<file path="src/rtl/trellis_stat_pkg.sv">
// Package: shared constants for the trellis decoder status block.
// Assumes: status word is 16 bits; flag positions are fixed for host software.
package trellis_stat_pkg;
    localparam int STAT_W    = 16;
    localparam int BIT_INIT  = 0;
    localparam int BIT_FLUSH = 1;
    localparam int BIT_DONE  = 4;
    localparam int N_MODES   = 5;
    localparam int MIN_K     = 5;

    typedef struct packed {
        logic done;
        logic flush;
        logic init;
    } stat_flags_t;
endpackage

</file>
<file path="src/rtl/metric_init_seq.sv">
// Module: metric_init_seq
// Walks every trellis state once, one per clock, writing a start-up path
// metric. Assumes the state count is 2^(K-1) with K clamped to MIN_K..MAX_K,
// and that the configuration is stable only at the accepting edge.
module metric_init_seq #(
    parameter int MAX_K     = 9,
    parameter int MIN_K     = 5,
    parameter int KW        = 4,
    parameter int AW        = MAX_K - 1,
    parameter int MW        = 12,
    parameter int PREF_BIAS = 64
) (
    input  logic          clk,
    input  logic          rst_n,
    input  logic          clr,
    input  logic          start,
    input  logic [KW-1:0] cfg_k,
    input  logic          pref_en,
    input  logic [AW-1:0] pref_state,
    output logic          busy,
    output logic          we,
    output logic [AW-1:0] addr,
    output logic [MW-1:0] wdata
);
    logic          busy_q;
    logic          pen_q;
    logic [AW-1:0] addr_q;
    logic [AW-1:0] last_q;
    logic [AW-1:0] pref_q;
    logic [KW-1:0] eff_k;
    logic [AW-1:0] last_c;

    // Clamp the constraint length and derive the final state address.
    always_comb begin
        eff_k = cfg_k;
        if (cfg_k < KW'(MIN_K))
            eff_k = KW'(MIN_K);
        else if (cfg_k > KW'(MAX_K))
            eff_k = KW'(MAX_K);
        last_c = AW'((32'd1 << (32'(eff_k) - 32'd1)) - 32'd1);
    end

    // Address counter: load on start, step each cycle, stop after the last state.
    always_ff @(posedge clk) begin
        if (!rst_n || clr) begin
            busy_q <= 1'b0;
            addr_q <= '0;
            last_q <= '0;
            pref_q <= '0;
            pen_q  <= 1'b0;
        end else if (busy_q) begin
            if (addr_q == last_q) begin
                busy_q <= 1'b0;
                addr_q <= '0;
            end else begin
                addr_q <= addr_q + 1'b1;
            end
        end else if (start) begin
            busy_q <= 1'b1;
            addr_q <= '0;
            last_q <= last_c;
            pref_q <= pref_state;
            pen_q  <= pref_en;
        end
    end

    // Write port: favoured state gets zero, others the bias when favouring.
    always_comb begin
        busy  = busy_q;
        we    = busy_q;
        addr  = addr_q;
        wdata = (pen_q && (addr_q != pref_q)) ? MW'(PREF_BIAS) : '0;
    end
endmodule

</file>
<file path="src/rtl/done_flag_ctl.sv">
// Module: done_flag_ctl
// Holds the operation-complete flag and its interrupt level. Assumes
// mode_wr and ack are single-cycle pulses; clears win over the set.
module done_flag_ctl #(
    parameter int N_MODES = 5
) (
    input  logic               clk,
    input  logic               rst_n,
    input  logic               clr,
    input  logic               cm_disable,
    input  logic [N_MODES-1:0] mode_wr,
    input  logic               op_done,
    input  logic               irq_en,
    input  logic               irq_ack,
    output logic               done,
    output logic               irq
);
    logic done_q;

    // Flag register: reset/disable first, then clear events, then the set.
    always_ff @(posedge clk) begin
        if (!rst_n || clr || cm_disable)
            done_q <= 1'b0;
        else if ((|mode_wr) || (irq_ack && irq))
            done_q <= 1'b0;
        else if (op_done)
            done_q <= 1'b1;
    end

    // Interrupt level follows the flag gated by its enable.
    always_comb begin
        done = done_q;
        irq  = done_q && irq_en;
    end
endmodule

</file>
<file path="src/rtl/trellis_status_ctl.sv">
// Module: trellis_status_ctl
// Status and initialization control for a trellis decoder coprocessor:
// assembles the read-only status word, tracks flush activity, sequences
// metric initialization and raises the completion interrupt.
// Assumes all control inputs are synchronous to clk.
module trellis_status_ctl
    import trellis_stat_pkg::*;
#(
    parameter int MAX_K     = 9,
    parameter int METRIC_W  = 12,
    parameter int PREF_BIAS = 64,
    localparam int AW       = MAX_K - 1,
    localparam int KW       = $clog2(MAX_K + 1)
) (
    input  logic                clk,
    input  logic                rst_n,
    input  logic                sw_rst,
    input  logic                cop_rst,
    input  logic                idle,
    input  logic                init_start,
    input  logic [KW-1:0]       cfg_k,
    input  logic                cfg_pref_en,
    input  logic [AW-1:0]       cfg_pref_state,
    input  logic                flush_start,
    input  logic                flush_done,
    input  logic                op_done,
    input  logic [N_MODES-1:0]  mode_en_wr,
    input  logic                irq_en,
    input  logic                cm_disable,
    input  logic                irq_ack,
    input  logic                rd_en,
    output logic [STAT_W-1:0]   rd_data,
    output logic                irq,
    output logic                mem_we,
    output logic [AW-1:0]       mem_addr,
    output logic [METRIC_W-1:0] mem_wdata
);
    logic              soft_clr;
    logic              idle_clr;
    logic              flush_q;
    stat_flags_t       flags;
    logic [STAT_W-1:0] stat_word;
    logic [STAT_W-1:0] rd_q;

    // Reset sources clear everything; idle additionally clears busy flags.
    always_comb begin
        soft_clr = sw_rst || cop_rst;
        idle_clr = soft_clr || idle;
    end

    metric_init_seq #(
        .MAX_K     (MAX_K),
        .MIN_K     (MIN_K),
        .KW        (KW),
        .AW        (AW),
        .MW        (METRIC_W),
        .PREF_BIAS (PREF_BIAS)
    ) i_init (
        .clk        (clk),
        .rst_n      (rst_n),
        .clr        (idle_clr),
        .start      (init_start),
        .cfg_k      (cfg_k),
        .pref_en    (cfg_pref_en),
        .pref_state (cfg_pref_state),
        .busy       (flags.init),
        .we         (mem_we),
        .addr       (mem_addr),
        .wdata      (mem_wdata)
    );

    done_flag_ctl #(
        .N_MODES (N_MODES)
    ) i_done (
        .clk        (clk),
        .rst_n      (rst_n),
        .clr        (soft_clr),
        .cm_disable (cm_disable),
        .mode_wr    (mode_en_wr),
        .op_done    (op_done),
        .irq_en     (irq_en),
        .irq_ack    (irq_ack),
        .done       (flags.done),
        .irq        (irq)
    );

    // Flush flag: finish wins over start; idle and resets hold it clear.
    always_ff @(posedge clk) begin
        if (!rst_n || idle_clr)
            flush_q <= 1'b0;
        else if (flush_done)
            flush_q <= 1'b0;
        else if (flush_start)
            flush_q <= 1'b1;
    end

    // Status word assembly with all unused positions tied to zero.
    always_comb begin
        flags.flush         = flush_q;
        stat_word           = '0;
        stat_word[BIT_INIT]  = flags.init;
        stat_word[BIT_FLUSH] = flags.flush;
        stat_word[BIT_DONE]  = flags.done;
    end

    // Registered read port: word on a read strobe, zero otherwise.
    always_ff @(posedge clk) begin
        if (!rst_n)
            rd_q <= '0;
        else
            rd_q <= rd_en ? stat_word : '0;
    end

    assign rd_data = rd_q;
endmodule

</file>
<file path="config.mk">
export PLATFORM = sky130hd
export DESIGN_NAME = trellis_status_ctl
export DESIGN_NICKNAME = d
export VERILOG_FILES = /design/src/rtl/trellis_stat_pkg.sv /design/src/rtl/metric_init_seq.sv /design/src/rtl/done_flag_ctl.sv /design/src/rtl/trellis_status_ctl.sv
export SDC_FILE = /design/constraint.sdc
export NUM_CORES = 1
export LEC_CHECK = 0
export ABC_AREA = 1
export BUFFER_PORTS_ARGS = -buffer_cell sky130_fd_sc_hd__buf_4
export CORE_MARGIN = 2
export CORE_UTILIZATION = 50
export CTS_BUF_LIST = sky130_fd_sc_hd__clkbuf_8
export DETAILED_ROUTE_END_ITERATION = 6
export GPL_TIMING_DRIVEN = 1
export HOLD_SLACK_MARGIN = 0.08
export PLACE_DENSITY = 0.79
export SKIP_CTS_REPAIR_TIMING = 1
export SYNTH_ARGS = -nofsm -noshare
export SYNTH_HDL_FRONTEND = slang
export SYNTH_SLANG_ARGS = --single-unit
</file>
<file path="constraint.sdc">
create_clock -name clk -period 2.25 [get_ports clk]
set_input_delay 0 -clock clk [delete_from_list [all_inputs] [get_ports clk]]
set_output_delay 0 -clock clk [all_outputs]
set_load 0.02 [all_outputs]
</file>
# Word level (Yosys, flattened, before mapping)
# Index checks and enable logic that the tools add are counted.
word_totals:
  inputBits: 31
  output_inout_bits: 38
  ff_bits: 44
  elab_cells: 43
classes:
  n_mux: 9
  shifts: 1
  magnitude_cmp: 2
  bitwise_logic: 1
  n_reduce_logical: 16
  eq_ne: 2
  addsub: 3
ops:
  columns: ["op", "count"]
  rows:
  - ["<< shifter 1 x 32 -> 8 bit (first input constant)", 1]
  - ["two-way mux 8 bit", 3]
  - ["adder 8 x 1 -> 8 bit (second input constant)", 1]
  - ["== test 8 bit", 1]
  - ["two-way mux 4 bit", 2]
  - ["!= test 8 bit", 1]
  - ["subtractor 8 x 1 -> 8 bit (second input constant)", 1]
  - ["two-way mux 7 bit", 1]
  - ["logical OR 1 bit", 6]
  - ["OR reduction 5 bit", 1]
  - ["subtractor 4 x 1 -> 5 bit (second input constant)", 1]
  - ["greater-than comparator 4 bit (second input constant)", 1]
  - ["< comparator 4 x 3 -> 1 bit (second input constant)", 1]
  - ["AND reduction 2 bit", 2]
  - ["OR reduction 2 bit", 2]
  - ["logical AND 1 bit", 3]
  - ["two-way mux 1 bit", 3]
  - ["nonzero test 2 bit", 1]
  - ["zero test 1 bit", 1]
  - ["NOT 1 bit", 1]

# Longest topological paths before layout
# Gate-level depths: netlist (run 1).
logic_depth:
  word_depth: 6
  mapped_depth: 18
  depth_no_buf: 18

# Modules after synthesis
# From an unflattened synthesis (run 1), not the netlist that was laid out.
hier_totals:
  hier_cells: 278
  hier_area_um2: 1895.6
modules_own_cells:
  columns: ["mod", "area_each_um2", "n_inst", "seq_area_each_um2", "cells_per_inst"]
  rows:
  - ["metric_init_seq", 1554.0, 1, 520.5, 227]
  - ["trellis_status_ctl", 260.2, 1, 80.1, 36]
  - ["done_flag_ctl", 81.3, 1, 20.0, 15]

# Worst setup path before layout (run 1)
# No wires, ideal clock.
synth_path:
  kind: "input port to flip-flop"
  start: "input cfg_k[1]"
  end: "register i_init.last_q[1]"
  t_arrival_ps: 1652
  required_time_ps: 2180
  stages: 14
  path_slack_ps: 528
  setup_ps: 70
  n_path_buf: 0
  path_cell_list: "nor2_1 nand2_1 nand2_4 nand2_8 inv_1 ha_1 inv_1 nand2_4 nand2_4 inv_4 nand3_1 ha_1 or2_2 a21oi_1"
synth_between:
  elab_chain_len: 6
  word_cells_on_any_way: 7
  cone_classes: "add/sub (2); order compare (2); shift (1); mux (2)"
synth_lines:
  columns: ["item", "line", "source"]
  rows:
  - ["from (decl)", "trellis_status_ctl.sv:21", "input logic [KW-1:0] cfg_k,"]
  - ["greater-than comparator 4 bit", "metric_init_seq.sv:38", "else if (cfg_k > KW'(MAX_K))"]
  - ["two-way mux 4 bit", "metric_init_seq.sv:38", null]
  - ["two-way mux 4 bit *", "metric_init_seq.sv:36", "if (cfg_k < KW'(MIN_K))"]
  - ["subtractor 4 x 1 -> 5 bit *", "metric_init_seq.sv:40", "last_c = AW'((32'd1 << (32'(eff_k) - 32'd1)) - 32'd1);"]
  - ["<< shifter 1 x 32 -> 8 bit *", "metric_init_seq.sv:40", null]
  - ["subtractor 8 x 1 -> 8 bit *", "metric_init_seq.sv:40", null]
  - ["to (signal assigned)", "metric_init_seq.sv:61", "last_q <= last_c;"]
  - ["to (decl)", "metric_init_seq.sv:28", "logic [AW-1:0] last_q;"]
# Mark *: on every way between the ends. The rest lies on a longest branch, timed or not.
# A chain may end at the register's enable or synchronous reset.

# Worst setup path in the final report (run 1)
layout_path:
  start: "input cm_disable"
  end: "register i_done.done_q, in the netlist i_done.done"
layout_between:
  elab_chain_len: 2
layout_lines:
  columns: ["item", "line", "source"]
  rows:
  - ["from (decl)", "trellis_status_ctl.sv:29", "input logic cm_disable,"]
  - ["logical OR 1 bit", "done_flag_ctl.sv:22", "if (!rst_n || clr || cm_disable)"]
  - ["OR reduction 2 bit (no source line)", null, null]
  - ["to (signal assigned)", "done_flag_ctl.sv:23", "done_q <= 1'b0;"]
  - ["to (signal assigned)", "done_flag_ctl.sv:25", "done_q <= 1'b0;"]
  - ["to (signal assigned)", "done_flag_ctl.sv:27", "done_q <= 1'b1;"]
  - ["to (decl)", "done_flag_ctl.sv:18", "logic done_q;"]
# Every way passes these cells.

==> results of run 1 <==
==> cell usage in the layout, fill, tap and decap left out, types with 3 or more instances in the layout <==
cell           synthesis  routed
xnor2_1                5       5
ha_1                   5       5
nor2_4                 3       3
nor2_1                26      26
nand2_4                4       4
inv_2                 10      10
nand2_1               48      48
nand2_2                8       8
dfxtp_1               31      31
a21oi_1               21      21
buf_4                 25      45
conb_1                 1      24
o21ai_0                7       7
xor2_1                 7       7
clkbuf_8               0       5
nand3_1               22      22
nand4_1                3       3
dlygate4sd3_1          0      20
nor4_1                 3       3
inv_1                 26      28
==> metal layers <==
layer	wire length (um)	vias to the layer above	global-route usage, %
li1	-	985	-
met1	1860	883	21.1
met2	2330	48	34.2
met3	234	7	5.43
met4	71	0	7.50
met5	0	-	0
==> cell usage after synthesis (2+ instances only) <==
library cell / n
ha_1: 5
xnor2_1: 5
nor2_1: 26
nand2_2: 8
nand4_1: 3
a21oi_2: 2
nand3_2: 2
nand2_1: 48
dfxtp_1: 31
a31oi_1: 2
nor2_4: 3
inv_1: 26
buf_4: 25
nand2_4: 4
inv_2: 10
nor2_2: 2
xor2_1: 7
nand3_1: 22
buf_2: 5
a21oi_1: 21
nor4_1: 3
or2_1: 2
o21ai_0: 7
==> worst paths after layout <==
check	start	end	depth (start not counted)
max	cm_disable	i_done.done$_SDFFE_PP0P_	6
min	sw_rst	i_init.last_q[3]$_SDFFE_PP0P_	4
max reg2reg	i_done.done$_SDFFE_PP0P_	i_done.done$_SDFFE_PP0P_	5
min reg2reg	flush_q$_SDFFE_PP0P_	rd_data[1]$_SDFF_PN0_	2
==> state kept, by name, summed over array words and instances (netlist names) <==
signal         cells
i_init.busy        1
i_init.pref_q      8
i_init.last_q      8
i_done.done        1
i_init.pen_q       1
flush_q            1
rd_data            3
i_init.addr        8
==> final cells by class <==
| cell class | count | area (um2) | area share (%) |
|---|---|---|---|
| Clock buffer | 5 | 68.8 | 2.65 |
| Multi-Input combinational cell | 209 | 1150 | 44.4 |
| Tap cell | 50 | 62.6 | 2.41 |
| Inverter | 37 | 141 | 5.44 |
| Sequential cell | 31 | 621 | 23.9 |
| Timing Repair Buffer | 65 | 538 | 20.7 |
| Clock inverter | 3 | 12.5 | 0.481 |
==> per-stage QoR <==
stage          worst slack [ns]  hold WS (ns)  utilization, %  area (um2)  cells
2_1_floorplan             0.528        0.0724               -        2130    308
3_3_place_gp              0.298         0.158            58.3        2320    372
3_5_place_dp              0.221         0.161            58.3        2320    372
4_1_cts                   0.514        -0.138            60.4        2400    380
5_1_grt                   0.262        0.0934            65.4        2600    400
6_report                  0.426        0.0333            65.4        2600    400
==> critical path: stages <==
cell and delay [ns]:
dlygate4sd3_1 0.54, buf_4 0.13, nor4_1 0.15, dlygate4sd3_1 0.57, and3_1 0.13, dlygate4sd3_1 0.53
==> cells by family (layout without fill, tap and decap cells) <==
group	count (synthesis)	after routing	share of synthesized area (%)
AND/OR/NAND/NOR	130	130	33.1
buffers and inverters	68	110	17.5
AO/OA/AOI/OAI	38	38	10.8
flip-flops	31	31	30.3
XOR/XNOR	12	12	5.13
adder cells (fa/ha/maj)	5	5	3.06
other	1	24	0.183
==> power groups by stage <==
stage                     clock [mW]  combinational (mW)  sequential [mW]
after floorplan                    0               0.182            0.569
after global placement             0               0.212            0.569
after detailed placement           0               0.218            0.570
after CTS                      0.415               0.218            0.557
after global routing           0.439               0.268            0.558
final                          0.406               0.242            0.558
==> impl_summary.md, run 1 <==
Status
The flow ran to the end, and the final reports show no timing, DRC or antenna violations.

Power and ir drop
The leakage component of the power is 1.25 nW. Dividing total power by cell area gives a power density of between 400 and 500 nW/um2. The largest voltage drop on the vdd net is roughly 0.00029 V. The net load switching power is 349 uW. The internal power is about 860 uW.

The sequential share of power is 46.2%. The post-route total power is approximately 1.2 mW. Combinational logic burns 20.1% of the power. Net switching is 29.0% of the power.

Per report_power, the clock group accounts for approximately a third of the total.

Synth
The number of warnings printed during yosys synthesis is 0. The count of flip-flops with a built-in enable after synthesis is 0. The average footprint of a synthesized cell is between 7 and 8 um2. The number of library cell types mapped by synthesis is 39. The cell count after synthesis is 285. Of the post-synthesis cell area, the dominant cell type holds a little under a third.

The count of state elements after synthesis is 31. In the post-synthesis netlist, the biggest area contributors are dfxtp_1 30%, buf_4 9.2%, nand2_1 8.8%, nand3_1 5.4%, a21oi_1 5.1%. The share of flip-flops with an asynchronous set or reset is 0%. The cell area after synthesis is around 2000 um2. The most common flop cell mapped by yosys is dfxtp_1. The synthesized design spends more area on one cell type than any other, namely dfxtp_1. The portion of the post-synthesis area used by sequential elements is around 30%.

Timing
The part of the cycle the worst path needs is between 80% and 90%. The total count of hold-check failures in the final report came to 0. The peak clock frequency supported by timing is approximately 0.55 GHz. Across the routed clock network, the largest skew measured is 0.00851 ns. The final setup TNS is 0 ns.

The final count of negative-setup-slack endpoints is 0. Counting I/O delays and the setup requirement, the final critical path takes about 1.8 ns. The total count of max-transition violations in the final report is 0. Setup repair after global routing left no endpoint under its margin. The worst relative slew slack is between 60 and 70%. The transition time at the pin with the least slew margin is about 0.53 ns.

Floorplan
In this run the standard cell core region covers 3970 um2. The height of the die is ~68 um. The floorplan die area is roughly 4600 um2. The number of ports placed on the die boundary is just under 70. The starting utilization of the core area is between 50% and 60%.

The number of standard-cell rows in the floorplan is 23. The die is 68.0 um wide.

CTS
CTS placed an instance of clkbuf_8 at the clock tree root. The buffer depth of the longest clock path is 2. Clock tree synthesis inserted a total of 5 buffers. At the later pin of the worst-skew pair, clock insertion delay measures slightly below 0.3 ns. The H-tree was split into 2 levels. The clock transition time at the flip-flop clock pins of the worst setup and hold paths is around 0.060 ns. TritonCTS built the clock tree. The tree built by TritonCTS fans out to 31 sinks.

Worst setup path
STA classifies the critical path endpoint as a flop. The required time of the critical path is between 2 and 2.5 ns. In this run the worst path has a maximum fanout of 1. At the worst endpoint, the arrival time is between 2 and 2.5 ns.

STA classifies the critical path startpoint as a primary input. The classification of the worst setup path is in2reg. The slack of the worst reg-to-reg path is around 0.7 ns.

Layout
The ratio of cells with drive above 1 in the final layout is 25.1%. The final net count is 385. From synthesis to final layout, the design area changed by 27.0%. The filler cells instantiated in the layout total around 350. The number of diodes is 0.

Global route
The largest net degree at the start of global routing is 22. Global routing used 19.1% of the available tracks across all layers. The via count of the first global-routing pass came to 1596. The total overflow left after global routing is 0.

The first global-routing pass estimated 6700 um of wire. The number of antenna violations at the first check in global routing is 0.

Placed design
The detailed placement HPWL is between 3000 and 4000 um. Routability-driven placement finished with a final weighted congestion of just under 0.9. Port buffering added 44 buffers.

Drt
The detailed router's first-iteration violation count is 105. After detailed routing, the total wire length is ~4500 um. The final routed DRC violation total is 0.

The first TritonRoute pass finished after 4 iterations. The antenna violation net count after detailed routing is 0. The routed wire length per instance is approximately 11 um. The routed layout has roughly 1900 vias.

The average via count per standard cell is a little under 5.

Worst hold path
The min-delay analysis places its worst path in the category in2reg.

Flow run
Across the run, the number of max-cap violations was 0.
No activity file was read; power rests on OpenSTA's default activity.
==> run 2, diff against run 1 <==
==> constraint.sdc (replaced) <==
create_clock -name clk -period 1.8 [get_ports clk]
set_input_delay 0 -clock clk [delete_from_list [all_inputs] [get_ports clk]]
set_output_delay 0 -clock clk [all_outputs]
set_load 0.02 [all_outputs]
==> run 2 against run 1 <==
  * Clock skew decreased by 0.0042 ns
  * Largest power group unchanged
  * Critical endpoint is now i_init.last_q[4]$_SDFFE_PP0P_
  * Sequential cell count unchanged
  * Hold slack improved by 0.086 ns
  * Highest routed layer unchanged
  * Register-to-register slack got worse by 0.50 ns
==> impl_summary.md, run 2 (synthesized netlist as in run 1, its figures left out) <==
Floorplan
The height of the die is 68.0 um (unchanged). The starting utilization of the core area is 51.5% (unchanged). The number of standard-cell rows in the floorplan is 23 (unchanged). The floorplan die area is 4620 um2 (unchanged). The die boundary width is 68.0 um (unchanged).

The number of ports placed on the die boundary was 69 (unchanged). The core area was 3970 um2 (unchanged).

Global route
The met3 usage in global routing was 5.59% (was 5.43%). The global-route total usage across every layer is 19.9% (was 19.1%). The largest net degree at the start of global routing is 22 (unchanged). The via count of the first global-routing pass is 1639 (was 1596). The highest-utilization routing layer at the global route stage is met2 (unchanged). The number of antenna violations at the first check in global routing is 0 (unchanged).

The residual overflow from global routing came to 0 (unchanged). The met2 capacity usage during global routing is 37.3% (was 34.2%). The global-route wire length before repair is 6800 um (was 6700 um).

The met1 global-route usage was 20.5% (was 21.1%).

Worst setup path
The logic depth of the worst register-to-register path is 5 (unchanged). The required time of the critical path is 2.01 ns (was 2.47 ns). The data arrival time of the worst path came to 1.84 ns (was 2.05 ns). The kind of start point of the critical path is a primary input (unchanged).

The start of the worst register-to-register path is i_done.done$_SDFFE_PP0P_ (unchanged). The first element of the critical path was idle (was cm_disable). The slack of the worst reg-to-reg path was 0.18 ns (was 0.68 ns).

The maximum fanout along the worst path is 5 (was 1). The critical path capture point type was a flop (unchanged). The worst reg2reg path endpoint is i_done.done$_SDFFE_PP0P_ (unchanged). The critical path endpoint is i_init.last_q[4]$_SDFFE_PP0P_ (was i_done.done$_SDFFE_PP0P_). The classification of the worst setup path was in2reg (unchanged).

Drt
The detailed router's first-iteration violation count was 159 (was 105). The routed wire length per instance came to 11.7 um (was 11.2 um). The average via count per standard cell was 4.67 (was 4.81).

The overall via count from detail_route is 1934 (was 1923). The total wire length after detailed routing came to 4860 um (was 4490 um). The antenna violation net count after detailed routing is 0 (unchanged). The final routed DRC violation total is 0 (unchanged). The number of iterations in the first detailed-routing pass was 4 (unchanged).

Layout
The leading cell type in the layout, fill and taps excluded was buf_4 (was nand2_1). The number of diodes is 0 (unchanged). The final net count is 400 (was 385). The final design instance area without fill is 2720 um2 (was 2600 um2).

Highest-count cells in the layout ignoring fill and taps: 59 x buf_4, 48 x nand2_1, 31 x dfxtp_1 (was 48 x nand2_1, 45 x buf_4, 31 x dfxtp_1). The area growth from synthesis to layout came to 32.9% (was 27.0%). The ratio of cells with drive above 1 in the final layout is 28.3% (was 25.1%).

Placed design
The count of buffers from port buffering is 44 (unchanged). The final RePlAce weighted congestion is 0.831 (was 0.872). The post-placement worst setup slack was -0.0897 ns (was 0.221 ns). The placement-stage cell area is 2420 um2 (was 2320 um2). The detailed placement HPWL is 3400 um (was 3200 um).

Timing
The total count of max-transition violations in the final report is 0 (unchanged). Static timing analysis puts the maximum clock frequency at roughly 0.62 GHz. Unrepaired setup endpoints after global routing: false (unchanged). The final worst-path setup slack came to 0.174 ns (was 0.426 ns). The transition time at the pin with the least slew margin is 0.560 ns (was 0.529 ns). The worst path uses 90.3% of the clock period.

The total count of hold-check failures in the final report is 0 (unchanged). The final count of negative-setup-slack endpoints is 0 (unchanged). The worst setup skew after layout is 0.00435 ns (was 0.00851 ns). The minimum period implied by the final worst setup slack is between 1.5 and 2 ns.

The worst relative slew slack is 62.5% (was 64.6%).

CTS
The number of buffers inserted during clock tree synthesis is 5 (unchanged). The H-tree depth is 2 (unchanged). The clock network latency to the later pin of the worst-skew pair came to 0.28 ns (was 0.29 ns). The clock transition time at the flip-flop clock pins of the worst setup and hold paths came to 0.06 ns (about the same). The number of sinks handled by clock tree synthesis is 31 (unchanged). The clock tree from TritonCTS is done (unchanged). The root cell of the clock tree is clkbuf_8 (unchanged). The buffer depth of the longest clock path is 2 (unchanged).

Power and ir drop
The largest voltage drop on the vdd net was 0.000326 V (was 0.000289 V). The power density over the cells was 578 nW/um2 (was 464 nW/um2). The post-route total power is 1.57 mW (was 1.21 mW). The leakage component of the power is 1.31 nW (was 1.25 nW).

Status
Status: finished clean (unchanged).

Worst hold path
The worst min-delay path class was in2reg (unchanged).

Flow run
The max-capacitance violation count is 0 (unchanged).
-- run 2: cell count changes in the layout (fill, tap and decap cells not counted), sizes merged --
cell	change
buf	+14
clkbuf	+1
dlygate4sd3	+1
inv	-2
-- run 2: worst min path at each step --
stage	startpoint	end	slack [ns]	cells past startpoint
after floorplan	flush_done	flush_q$_SDFFE_PP0P_	0.07	1
after global routing	init_start	i_init.addr[1]$_SDFFE_PP0P_	0.13	4
after detailed placement	flush_done	flush_q$_SDFFE_PP0P_	0.16	2
after CTS	flush_done	flush_q$_SDFFE_PP0P_	-0.14	2
final	init_start	i_init.addr[5]$_SDFFE_PP0P_	0.12	4
after global placement	flush_done	flush_q$_SDFFE_PP0P_	0.16	2
-- run 2: through the flow --
stage                     utilization (%)  TNS [ns]  std cells  hold WS (ns)
final                                68.5         0        414         0.120
after global routing                 68.5         0        414         0.134
after global placement               61.0         0        386         0.157
after floorplan                         -         0        308        0.0724
after detailed placement             61.0    -0.191        386         0.158
after CTS                            63.2         0        393        -0.140
-- run 2: cell type report --
type	count	area (um2)
clock buffer	6	82.6
sequential	31	621
fill	353	1250
timing repair buffer	80	653
multi-input combinational	209	1150
inverter	37	141
tap	50	62.6
clock inverter	1	5.00
-- run 2: worst max-delay path, cell delays in order --
cell and delay [ns]:
dlygate4sd3_1 0.54, buf_4 0.15, nor4_4 0.21, dlygate4sd3_1 0.68, o21ai_0 0.12, a31oi_1 0.14
-- run 2: metal layers --
layer  up-vias  wire, um
met5         -         0
met4         0        82
met2        34      2600
met3         8       167
li1       1012         -
met1       880      2010
-- run 2: report_power, final --
| group | switching, mW | internal [mW] |
|---|---|---|
| clock | 0.244 | 0.299 |
| sequential | 0.00404 | 0.692 |
| combinational | 0.190 | 0.142 |
